### src/rtl/pcm_slot_pkg.sv
package pcm_slot_pkg;

  typedef struct packed {
    logic rise;
    logic fall;
  } mclk_evt_t;

  function automatic logic went_high(input logic now_v, input logic old_v);
    return now_v & ~old_v;
  endfunction

  function automatic logic went_low(input logic now_v, input logic old_v);
    return ~now_v & old_v;
  endfunction

  function automatic int blank_len(input int frames, input int frame_len);
    return frames * frame_len;
  endfunction

endpackage

### src/rtl/pcm_mclk_sampler.sv
module pcm_mclk_sampler
  import pcm_slot_pkg::*;
(
  input  logic      clk,
  input  logic      rst_n,
  input  logic      mclk_i,
  input  logic      tx_fs_i,
  input  logic      rx_fs_i,
  input  logic      rx_bit_i,
  output mclk_evt_t evt,
  output logic      tx_sync,
  output logic      rx_sync,
  output logic      rx_bit_s
);
  logic m_now, m_old, tf_now, rf_now, rb_now, tf_old, rf_old;

  always_ff @(posedge clk or negedge rst_n) begin
    if (!rst_n) begin
      m_now  <= 1'b0;
      m_old  <= 1'b0;
      tf_now <= 1'b0;
      rf_now <= 1'b0;
      rb_now <= 1'b0;
      tf_old <= 1'b0;
      rf_old <= 1'b0;
    end else begin
      m_now  <= mclk_i;
      m_old  <= m_now;
      tf_now <= tx_fs_i;
      rf_now <= rx_fs_i;
      rb_now <= rx_bit_i;
      if (evt.fall) begin
        tf_old <= tf_now;
        rf_old <= rf_now;
      end
    end
  end

  assign evt.rise = went_high(m_now, m_old);
  assign evt.fall = went_low(m_now, m_old);
  assign tx_sync  = evt.fall & went_high(tf_now, tf_old);
  assign rx_sync  = evt.fall & went_high(rf_now, rf_old);
  assign rx_bit_s = rb_now;
endmodule

### src/rtl/pcm_clk_watch.sv
module pcm_clk_watch #(
  parameter int LOSS_CYC  = 5000,
  parameter int BLANK_CYC = 1024
) (
  input  logic clk,
  input  logic rst_n,
  input  logic rise_ev,
  input  logic fall_ev,
  output logic clk_lost,
  output logic ready
);
  localparam int GW = $clog2(LOSS_CYC + 1);
  localparam int BW = $clog2(BLANK_CYC + 1);
  localparam logic [GW-1:0] GAP_MAX = GW'(LOSS_CYC);
  localparam logic [BW-1:0] BLK_MAX = BW'(BLANK_CYC);

  logic [GW-1:0] gap;
  logic [BW-1:0] seen;

  always_ff @(posedge clk or negedge rst_n) begin
    if (!rst_n) begin
      gap  <= '0;
      seen <= '0;
    end else begin
      if (rise_ev || fall_ev) gap <= '0;
      else if (gap != GAP_MAX) gap <= gap + 1'b1;
      if (clk_lost) seen <= '0;
      else if (rise_ev && seen != BLK_MAX) seen <= seen + 1'b1;
    end
  end

  assign clk_lost = (gap == GAP_MAX);
  assign ready    = (seen == BLK_MAX);
endmodule

### src/rtl/pcm_tx_slot.sv
module pcm_tx_slot #(
  parameter int SLOT_BITS = 8,
  parameter logic [SLOT_BITS-1:0] IDLE_WORD = '1
) (
  input  logic                 clk,
  input  logic                 rst_n,
  input  logic                 rise_ev,
  input  logic                 fall_ev,
  input  logic                 sync,
  input  logic                 abort,
  input  logic                 ready,
  input  logic                 load,
  input  logic [SLOT_BITS-1:0] word,
  output logic                 drive,
  output logic                 bit_o
);
  localparam int CW = $clog2(SLOT_BITS + 1);
  localparam logic [CW-1:0] LAST = CW'(SLOT_BITS);

  logic [SLOT_BITS-1:0] hold, shreg;
  logic [CW-1:0]        cnt;
  logic                 armed, on, live, bit_q;

  always_ff @(posedge clk or negedge rst_n) begin
    if (!rst_n) begin
      hold  <= IDLE_WORD;
      shreg <= '0;
      cnt   <= '0;
      armed <= 1'b0;
      on    <= 1'b0;
      live  <= 1'b0;
      bit_q <= 1'b0;
    end else begin
      if (load) hold <= word;
      if (abort) begin
        armed <= 1'b0;
        on    <= 1'b0;
      end else if (sync && !armed && !on) begin
        armed <= 1'b1;
        shreg <= hold;
        live  <= ready;
      end else if (rise_ev && (armed || (on && cnt != LAST))) begin
        armed <= 1'b0;
        on    <= 1'b1;
        cnt   <= armed ? CW'(1) : cnt + 1'b1;
        bit_q <= shreg[SLOT_BITS-1];
        shreg <= {shreg[SLOT_BITS-2:0], 1'b0};
      end else if (fall_ev && on && cnt == LAST) begin
        on <= 1'b0;
      end
    end
  end

  assign drive = on & live;
  assign bit_o = bit_q;
endmodule

### src/rtl/pcm_rx_slot.sv
module pcm_rx_slot #(
  parameter int SLOT_BITS = 8
) (
  input  logic                 clk,
  input  logic                 rst_n,
  input  logic                 fall_ev,
  input  logic                 sync,
  input  logic                 abort,
  input  logic                 bit_i,
  output logic [SLOT_BITS-1:0] word,
  output logic                 valid
);
  localparam int CW = $clog2(SLOT_BITS + 1);
  localparam logic [CW-1:0] LAST = CW'(SLOT_BITS - 1);

  logic [SLOT_BITS-1:0] shreg;
  logic [CW-1:0]        cnt;
  logic                 busy;

  always_ff @(posedge clk or negedge rst_n) begin
    if (!rst_n) begin
      shreg <= '0;
      cnt   <= '0;
      busy  <= 1'b0;
      word  <= '0;
      valid <= 1'b0;
    end else begin
      valid <= 1'b0;
      if (abort) begin
        busy <= 1'b0;
      end else if (fall_ev && busy) begin
        shreg <= {shreg[SLOT_BITS-2:0], bit_i};
        if (cnt == LAST) begin
          word  <= {shreg[SLOT_BITS-2:0], bit_i};
          valid <= 1'b1;
          busy  <= 1'b0;
        end else begin
          cnt <= cnt + 1'b1;
        end
      end else if (sync) begin
        busy  <= 1'b1;
        shreg <= {shreg[SLOT_BITS-2:0], bit_i};
        cnt   <= CW'(1);
      end
    end
  end
endmodule

### src/rtl/pcm_slot_port.sv
module pcm_slot_port
  import pcm_slot_pkg::*;
#(
  parameter int SLOT_BITS    = 8,
  parameter int FRAME_LEN    = 256,
  parameter int BLANK_FRAMES = 4,
  parameter int LOSS_CYC     = 5000,
  parameter logic [SLOT_BITS-1:0] IDLE_WORD = '1
) (
  input  logic                 clk,
  input  logic                 rst_n,
  input  logic                 mclk_i,
  input  logic                 tx_fs_i,
  input  logic                 tx_load_i,
  input  logic [SLOT_BITS-1:0] tx_word_i,
  output logic                 tx_bit_o,
  output logic                 tx_oe_o,
  output logic                 slot_n_o,
  input  logic                 rx_fs_i,
  input  logic                 rx_bit_i,
  output logic [SLOT_BITS-1:0] rx_word_o,
  output logic                 rx_valid_o
);
  localparam int BLANK_CYC = blank_len(BLANK_FRAMES, FRAME_LEN);

  mclk_evt_t evt;
  logic rise_ev, fall_ev, tx_sync, rx_sync, rx_bit_s;
  logic clk_lost, ready, tx_drive, tx_bit_q;

  pcm_mclk_sampler u_smp (
    .clk, .rst_n, .mclk_i, .tx_fs_i, .rx_fs_i, .rx_bit_i,
    .evt, .tx_sync, .rx_sync, .rx_bit_s
  );

  assign rise_ev = evt.rise;
  assign fall_ev = evt.fall;

  pcm_clk_watch #(.LOSS_CYC(LOSS_CYC), .BLANK_CYC(BLANK_CYC)) u_watch (
    .clk, .rst_n, .rise_ev, .fall_ev, .clk_lost, .ready
  );

  pcm_tx_slot #(.SLOT_BITS(SLOT_BITS), .IDLE_WORD(IDLE_WORD)) u_tx (
    .clk, .rst_n, .rise_ev, .fall_ev, .sync(tx_sync), .abort(clk_lost),
    .ready, .load(tx_load_i), .word(tx_word_i), .drive(tx_drive), .bit_o(tx_bit_q)
  );

  pcm_rx_slot #(.SLOT_BITS(SLOT_BITS)) u_rx (
    .clk, .rst_n, .fall_ev, .sync(rx_sync), .abort(clk_lost),
    .bit_i(rx_bit_s), .word(rx_word_o), .valid(rx_valid_o)
  );

  assign tx_oe_o  = tx_drive & ~clk_lost;
  assign slot_n_o = ~tx_oe_o;
  assign tx_bit_o = tx_oe_o & tx_bit_q;
endmodule

### config.mk
export PLATFORM = sky130hd
export DESIGN_NAME = pcm_slot_port
export DESIGN_NICKNAME = d
export VERILOG_FILES = /design/src/rtl/pcm_slot_pkg.sv /design/src/rtl/pcm_mclk_sampler.sv /design/src/rtl/pcm_clk_watch.sv /design/src/rtl/pcm_tx_slot.sv /design/src/rtl/pcm_rx_slot.sv /design/src/rtl/pcm_slot_port.sv
export SDC_FILE = /design/constraint.sdc
export NUM_CORES = 1
export LEC_CHECK = 0
export CORE_MARGIN = 10
export CORE_UTILIZATION = 52
export DETAILED_ROUTE_END_ITERATION = 16
export PLACE_DENSITY = 0.77
export SLEW_MARGIN = 30
export SYNTH_ARGS = -nofsm -noshare
export SYNTH_HDL_FRONTEND = slang
export SYNTH_HIERARCHICAL = 1
export SYNTH_SLANG_ARGS = --single-unit
export TNS_END_PERCENT = 20
### constraint.sdc
create_clock -name clk -period 2.6 [get_ports clk]
set_input_delay 0.39 -clock clk [delete_from_list [all_inputs] [get_ports clk]]
set_output_delay 0.39 -clock clk [all_outputs]
set_load 0.03 [all_outputs]
==> impl_metrics.json, run 1 <==
{
  "synthXorXnorAreaFrac_pct": 4.62,
  "drive_gt1_share_pct": 24.8,
  "hold_viol": 0,
  "die_y_um": 103,
  "ctsLongestPathBuffers": 2,
  "setup-violations-final": 0,
  "wl_per_cell_um": 15.1,
  "syn-num-nets": 320,
  "rsz0062_at_grt": "true",
  "critPathMaxFanout": 4,
  "status": "completed",
  "synthCells": 298,
  "ys_seq_area_share_pct": 53.1,
  "critPathCaptureType": "output port",
  "synth_warnings": 6,
  "antenna-diode-count": 0,
  "synth-simple-area-share_pct": 20.7,
  "yosys.area_share.adder_pct": 2.43,
  "critPathLaunchType": "flip-flop",
  "worst_pin_slew_ns": 0.663,
  "syn-mean-instance-area_um2": 12.1,
  "maxSlewHeadroom_pct": 55.8,
  "crit_type": "flip-flop to output port",
  "insertion_delay_ns": 0.35,
  "placement.io_buffers": 26,
  "drt_iter0_markers": 126,
  "muxShareOfSynthArea_pct": 9.74,
  "max_freq_mhz": 394,
  "antenna_found_initial": 0,
  "drt_first_pass_iters": 4,
  "cts_tree": "built",
  "async_reset_ff_share_pct": 100,
  "clockRootBuffer": "clkbuf_8",
  "cpMaxStageDelayCell": "or4b_4",
  "viasPerCell": 5.55,
  "synth.cell_area_um2": 3600,
  "antenna_left": 0,
  "leakagePower_uw": 0.00177,
  "cts-buffers-inserted": 9,
  "track_usage_pct": 12.8,
  "period_share_pct": 97.7,
  "die_w_um": 103,
  "synth_cell_type_count": 57,
  "slew_viol_final": 0,
  "gp_congestion": 0.825,
  "areaGrowthSynthToFinish_pct": 14.9,
  "cts_setup_buffers": 0,
  "maxCapViolCount": 0,
  "num_vias": 2325,
  "critPathTopFamily": "simple AND/OR/NAND/NOR gates",
  "core_region_area_um2": 6760,
  "synth_top_family_by_area": "simple AND/OR/NAND/NOR gates",
  "nets": 356,
  "start_util_pct": 53.3,
  "clock_sinks": 76,
  "crit_required_ns": 2.21,
  "synth-seq-cells": 76,
  "cts.clk_slew.worst_paths_ns": 0.08,
  "dp.final_hpwl_mm": 4.44,
  "grt_pass1_wl_mm": 10.9,
  "drcViolationCount": 0,
  "fin_crit_ns": 2.54,
  "critPathBufInv": 1,
  "pin_count": 27,
  "worstHoldPathType": "input pin to async pin",
  "ir_drop_v": 0.000537,
  "synth-edff-count": 0,
  "synth_compound_area_share_pct": 6.68,
  "grt_pass1_vias": 2347,
  "drt-total-wl_mm": 6.34,
  "skew_ns": 0.0119,
  "final_cells": 419,
  "rows": 30,
  "cp_cell_sequence": "or4b_4 > nor4_4 > and2b_2 > clkdlybuf4s15_2",
  "fin_util_pct": 61.2,
  "powerDensity_nw_per_um2": 830,
  "place_inst": 403,
  "grt_max_degree": 77,
  "overflow": 0,
  "htree_levels": 3,
  "arrival_ns": 2.15,
  "slowest_delay_ns": 0.55,
  "cts_hold_buffers": 0,
  "synth_ff_type": "dfrtp_1",
  "die_area_um2": 10600
}
==> final cells by class <==
cell class                      count  area (µm²)
Timing Repair Buffer               32         304
Sequential cell                    76        1910
Clock buffer                        9         124
Inverter                           13        48.8
Clock inverter                      7        57.6
Tap cell                           80         100
Fill cell                         533        2620
Multi-Input combinational cell    202        1590
==> metrics by stage <==
step | setup TNS, ns | area [µm²] | setup WS, ns | total power (µW) | hold slack [ns]
2_1_floorplan | 0 | 3600 | 0.168 | 2340 | 0.0944
3_3_place_gp | 0 | 3950 | 0.170 | 2580 | 0.435
3_5_place_dp | 0 | 3950 | 0.139 | 2630 | 0.440
4_1_cts | 0 | 4130 | 0.00112 | 3470 | 0.205
5_1_grt | -0.0695 | 4140 | -0.0505 | 3670 | 0.0948
6_report | 0 | 4140 | 0.0602 | 3430 | 0.0351
==> power by group <==
group,switching [µW],internal (µW)
registers,259,1480
logic,411,448
clock network,471,361
==> worst paths after layout <==
| check | slack (ns) | cells after the start | to | from |
|---|---|---|---|---|
| setup / recovery | 0.06 | 4 | tx_oe_o | u_watch/gap[2]$_DFFE_PN0P_ |
| hold / removal | 0.04 | 1 | u_watch/gap[8]$_DFFE_PN0P_ | rst_n |
| setup reg to reg | 0.23 | 6 | u_tx/bit_o$_DFFE_PN0P_ | u_watch/gap[2]$_DFFE_PN0P_ |
| hold reg to reg | 0.45 | 0 | u_smp/m_old$_DFF_PN0_ | u_smp/m_now$_DFF_PN0_ |
| max in group asynchronous | 2.09 | 1 | u_watch/seen[0]$_DFFE_PN0P_ | rst_n |
| min in group clk | 0.45 | 0 | u_smp/m_old$_DFF_PN0_ | u_smp/m_now$_DFF_PN0_ |
==> cell usage in the layout, fill, tap and decap left out, types with 4 or more instances in the layout <==
cell             synthesis  layout
a21oi_1                  6       6
and2_1                   4       4
buf_4                    2       6
clkbuf_8                 0       9
clkdlybuf4s50_1          0      22
dfrtp_1                 68      68
dfstp_2                  8       8
ha_1                     7       7
inv_1                   13      13
mux2_2                  24      24
mux2i_1                  5       5
nand2_1                 14      14
nand2b_1                 4       4
nand3_1                  9       9
nand4_1                  7       7
nor2_1                  25      25
nor3_1                   5       5
o21ai_0                  6       6
o221a_1                  7       7
or2b_1                   4       4
or3_1                    4       4
xnor2_1                  8       8
xor2_1                  11      11
==> sequential cells by signal (all words and copies together), names as in the netlist, 4 cells and up <==
register,count
u_watch/gap,13
u_watch/seen,11
u_rx/word,8
u_tx/hold,8
u_tx/shreg,8
u_rx/shreg,7
u_rx/cnt,4
u_tx/cnt,4
==> kinds of logic after synthesis <==
family | Yosys count
flops | 76
buf+inv | 20
mux | 31
fa+ha+maj | 7
simple gates | 115
compound gates | 30
xor+xnor | 19
==> layer usage <==
layer / global-route usage, % / share of wire, % / up-vias
li1: - / - / 1133
met1: 16.2 / 48 / 1154
met2: 20.3 / 48 / 32
met3: 3.92 / 3.7 / 6
met4: 4.49 / 0.99 / 0
met5: 0 / 0 / -
==> cell usage after synthesis (6+ instances only) <==
cell type | count | area [µm²]
dfrtp_1 | 68 | 1700
nor2_1 | 25 | 93.8
mux2_2 | 24 | 270
nand2_1 | 14 | 52.6
inv_1 | 13 | 48.8
xor2_1 | 11 | 96.3
nand3_1 | 9 | 45.0
dfstp_2 | 8 | 210
xnor2_1 | 8 | 70.1
ha_1 | 7 | 87.6
nand4_1 | 7 | 43.8
o221a_1 | 7 | 78.8
a21oi_1 | 6 | 30.0
o21ai_0 | 6 | 30.0
==> what timing repair did <==
action	4_1_cts	5_1_grt
gates cloned	0	0
endpoints found under the setup margin	2	2
gates resized for setup	5	2
pin swaps	0	0
(Power assumes the default switching activity.)
==> run 2: changes to the inputs <==
- CORE_MARGIN: 10 -> 3
==> impl_metrics.json, run 2 (same netlist as run 1, synthesis figures left out) <==
{
  "status": "completed",
  "largestRegisters": "u_watch/gap: 13 flops, u_watch/seen: 11 flops",
  "switching_share_pct": 31.9,
  "clock_sinks": 76,
  "drive_gt1_share_pct": 24.0,
  "worstHoldPathType": "input pin to async pin",
  "fin_crit_ns": 2.51,
  "rows": 29,
  "power.switching_uw": 1120,
  "fin_util_pct": 63.3,
  "die_w_um": 89.2,
  "cp-endpoint": "tx_oe_o",
  "drcViolationCount": 0,
  "combPwrFrac_pct": 24.7,
  "leakagePower_uw": 0.00176,
  "period_share_pct": 96.4,
  "critPathBufInv": 1,
  "slew_viol_final": 0,
  "antenna-diode-count": 0,
  "core_region_area_um2": 6530,
  "cpMaxStageDelayCell": "or4b_4",
  "final_common_cell": "dfrtp_1",
  "antenna_left": 0,
  "clkPwrFrac_pct": 25.2,
  "insertion_delay_ns": 0.35,
  "cts_tree": "built",
  "drt-total-wl_mm": 6.30,
  "nets": 355,
  "htree_levels": 3,
  "largest_reg_flops": 13,
  "crit_cells": 4,
  "grt_pass1_vias": 2353,
  "critPathTopFamily": "simple AND/OR/NAND/NOR gates",
  "p_int_uw": 2380,
  "die_area_um2": 7950,
  "fin_worst_hold_slack_ns": 0.0413,
  "ctsLongestPathBuffers": 2,
  "cts_hold_buffers": 0,
  "critPathLaunchType": "flip-flop",
  "max_freq_mhz": 399,
  "r2r_cells": 6,
  "maxCapViolCount": 0,
  "cts-buffers-inserted": 9,
  "worst_pin_slew_ns": 0.664,
  "grt_pass1_wl_mm": 10.8,
  "pwr-share-seq_pct": 50.1,
  "rrSetupSlack_ns": 0.12,
  "fill_cells": 521,
  "ir_drop_v": 0.000650,
  "fin_area_um2": 4130,
  "top_register": "u_watch/gap",
  "slowest_delay_ns": 0.55,
  "cts.clk_slew.worst_paths_ns": 0.09,
  "hold_viol": 0,
  "pin_count": 27,
  "worstReg2RegEnd": "u_tx/bit_o$_DFFE_PN0P_",
  "drt_first_pass_iters": 4,
  "crit_required_ns": 2.21,
  "start_util_pct": 55.1,
  "rsz0062_at_grt": "true",
  "cp_cell_sequence": "or4b_4 > nor4_4 > and2b_2 > clkdlybuf4s15_2",
  "crit_type": "flip-flop to output port",
  "wl_per_cell_um": 15.2,
  "skew_ns": 0.0157,
  "grt_max_degree": 77,
  "dpl_cell_area_um2": 3940,
  "gp_congestion": 0.842,
  "totalPowerFinal_uw": 3500,
  "arrival_ns": 2.12,
  "powerDensity_nw_per_um2": 847,
  "critPathCaptureType": "output port",
  "post_cts_resized": 5,
  "maxSlewHeadroom_pct": 55.7,
  "die_y_um": 89.2,
  "worstReg2RegStart": "u_watch/gap[2]$_DFFE_PN0P_",
  "final_cells": 415,
  "critPathLaunch": "u_watch/gap[2]$_DFFE_PN0P_",
  "num_vias": 2315,
  "critPathMaxFanout": 4,
  "dp.final_hpwl_mm": 4.26,
  "setup-violations-final": 0,
  "antenna_found_initial": 0,
  "clockRootBuffer": "clkbuf_8",
  "drt_iter0_markers": 107,
  "overflow": 0,
  "final_cell_mix": "68 x dfrtp_1, 25 x nor2_1, 24 x mux2_2",
  "areaGrowthSynthToFinish_pct": 14.8,
  "cts_setup_buffers": 0,
  "place_inst": 399,
  "viasPerCell": 5.58,
  "track_usage_pct": 17.8,
  "placement.io_buffers": 26
}
[run 2: through the flow]
step | TNS [ns] | setup slack [ns]
after floorplan | 0 | 0.168
after global placement | 0 | 0.157
after detailed placement | 0 | 0.112
after CTS | 0 | 0.00690
after global routing | -0.0561 | -0.0215
final | 0 | 0.0931
[run 2: final cells by class]
cell class | instances | area, µm² | share of cell area, %
Sequential cell | 76 | 1910 | 46.3
Multi-Input combinational cell | 202 | 1590 | 38.5
Timing Repair Buffer | 31 | 293 | 7.09
Clock buffer | 11 | 131 | 3.18
Tap cell | 77 | 96.3 | 2.33
Clock inverter | 5 | 61.3 | 1.48
Inverter | 13 | 48.8 | 1.18
[run 2: power groups by stage]
stage / logic (µW) / registers (µW) / clock network, µW
after global routing: 966 / 1810 / 962
after CTS: 878 / 1750 / 914
after floorplan: 566 / 1780 / 0
after global placement: 829 / 1750 / 0
after detailed placement: 867 / 1770 / 0
final: 865 / 1750 / 881
[run 2: metal layers]
metal | up-vias | part of all wire (%) | global-route usage (%)
li1 | 1125 | - | -
met1 | 1154 | 45 | 23.1
met2 | 30 | 50 | 28.4
met3 | 6 | 3.0 | 5.07
met4 | 0 | 1.1 | 6.63
met5 | - | 0 | 0
[run 2: how the worst min path moves through the flow]
stage / depth (start not counted) / startpoint / endpoint
2_1_floorplan: 0 / rst_n / u_rx/busy$_DFFE_PN0P_
3_3_place_gp: 0 / u_smp/m_now$_DFF_PN0_ / u_smp/m_old$_DFF_PN0_
3_5_place_dp: 0 / u_smp/m_now$_DFF_PN0_ / u_smp/m_old$_DFF_PN0_
4_1_cts: 1 / rst_n / u_watch/gap[5]$_DFFE_PN0P_
5_1_grt: 1 / rst_n / u_watch/gap[5]$_DFFE_PN0P_
6_report: 1 / rst_n / u_watch/gap[5]$_DFFE_PN0P_
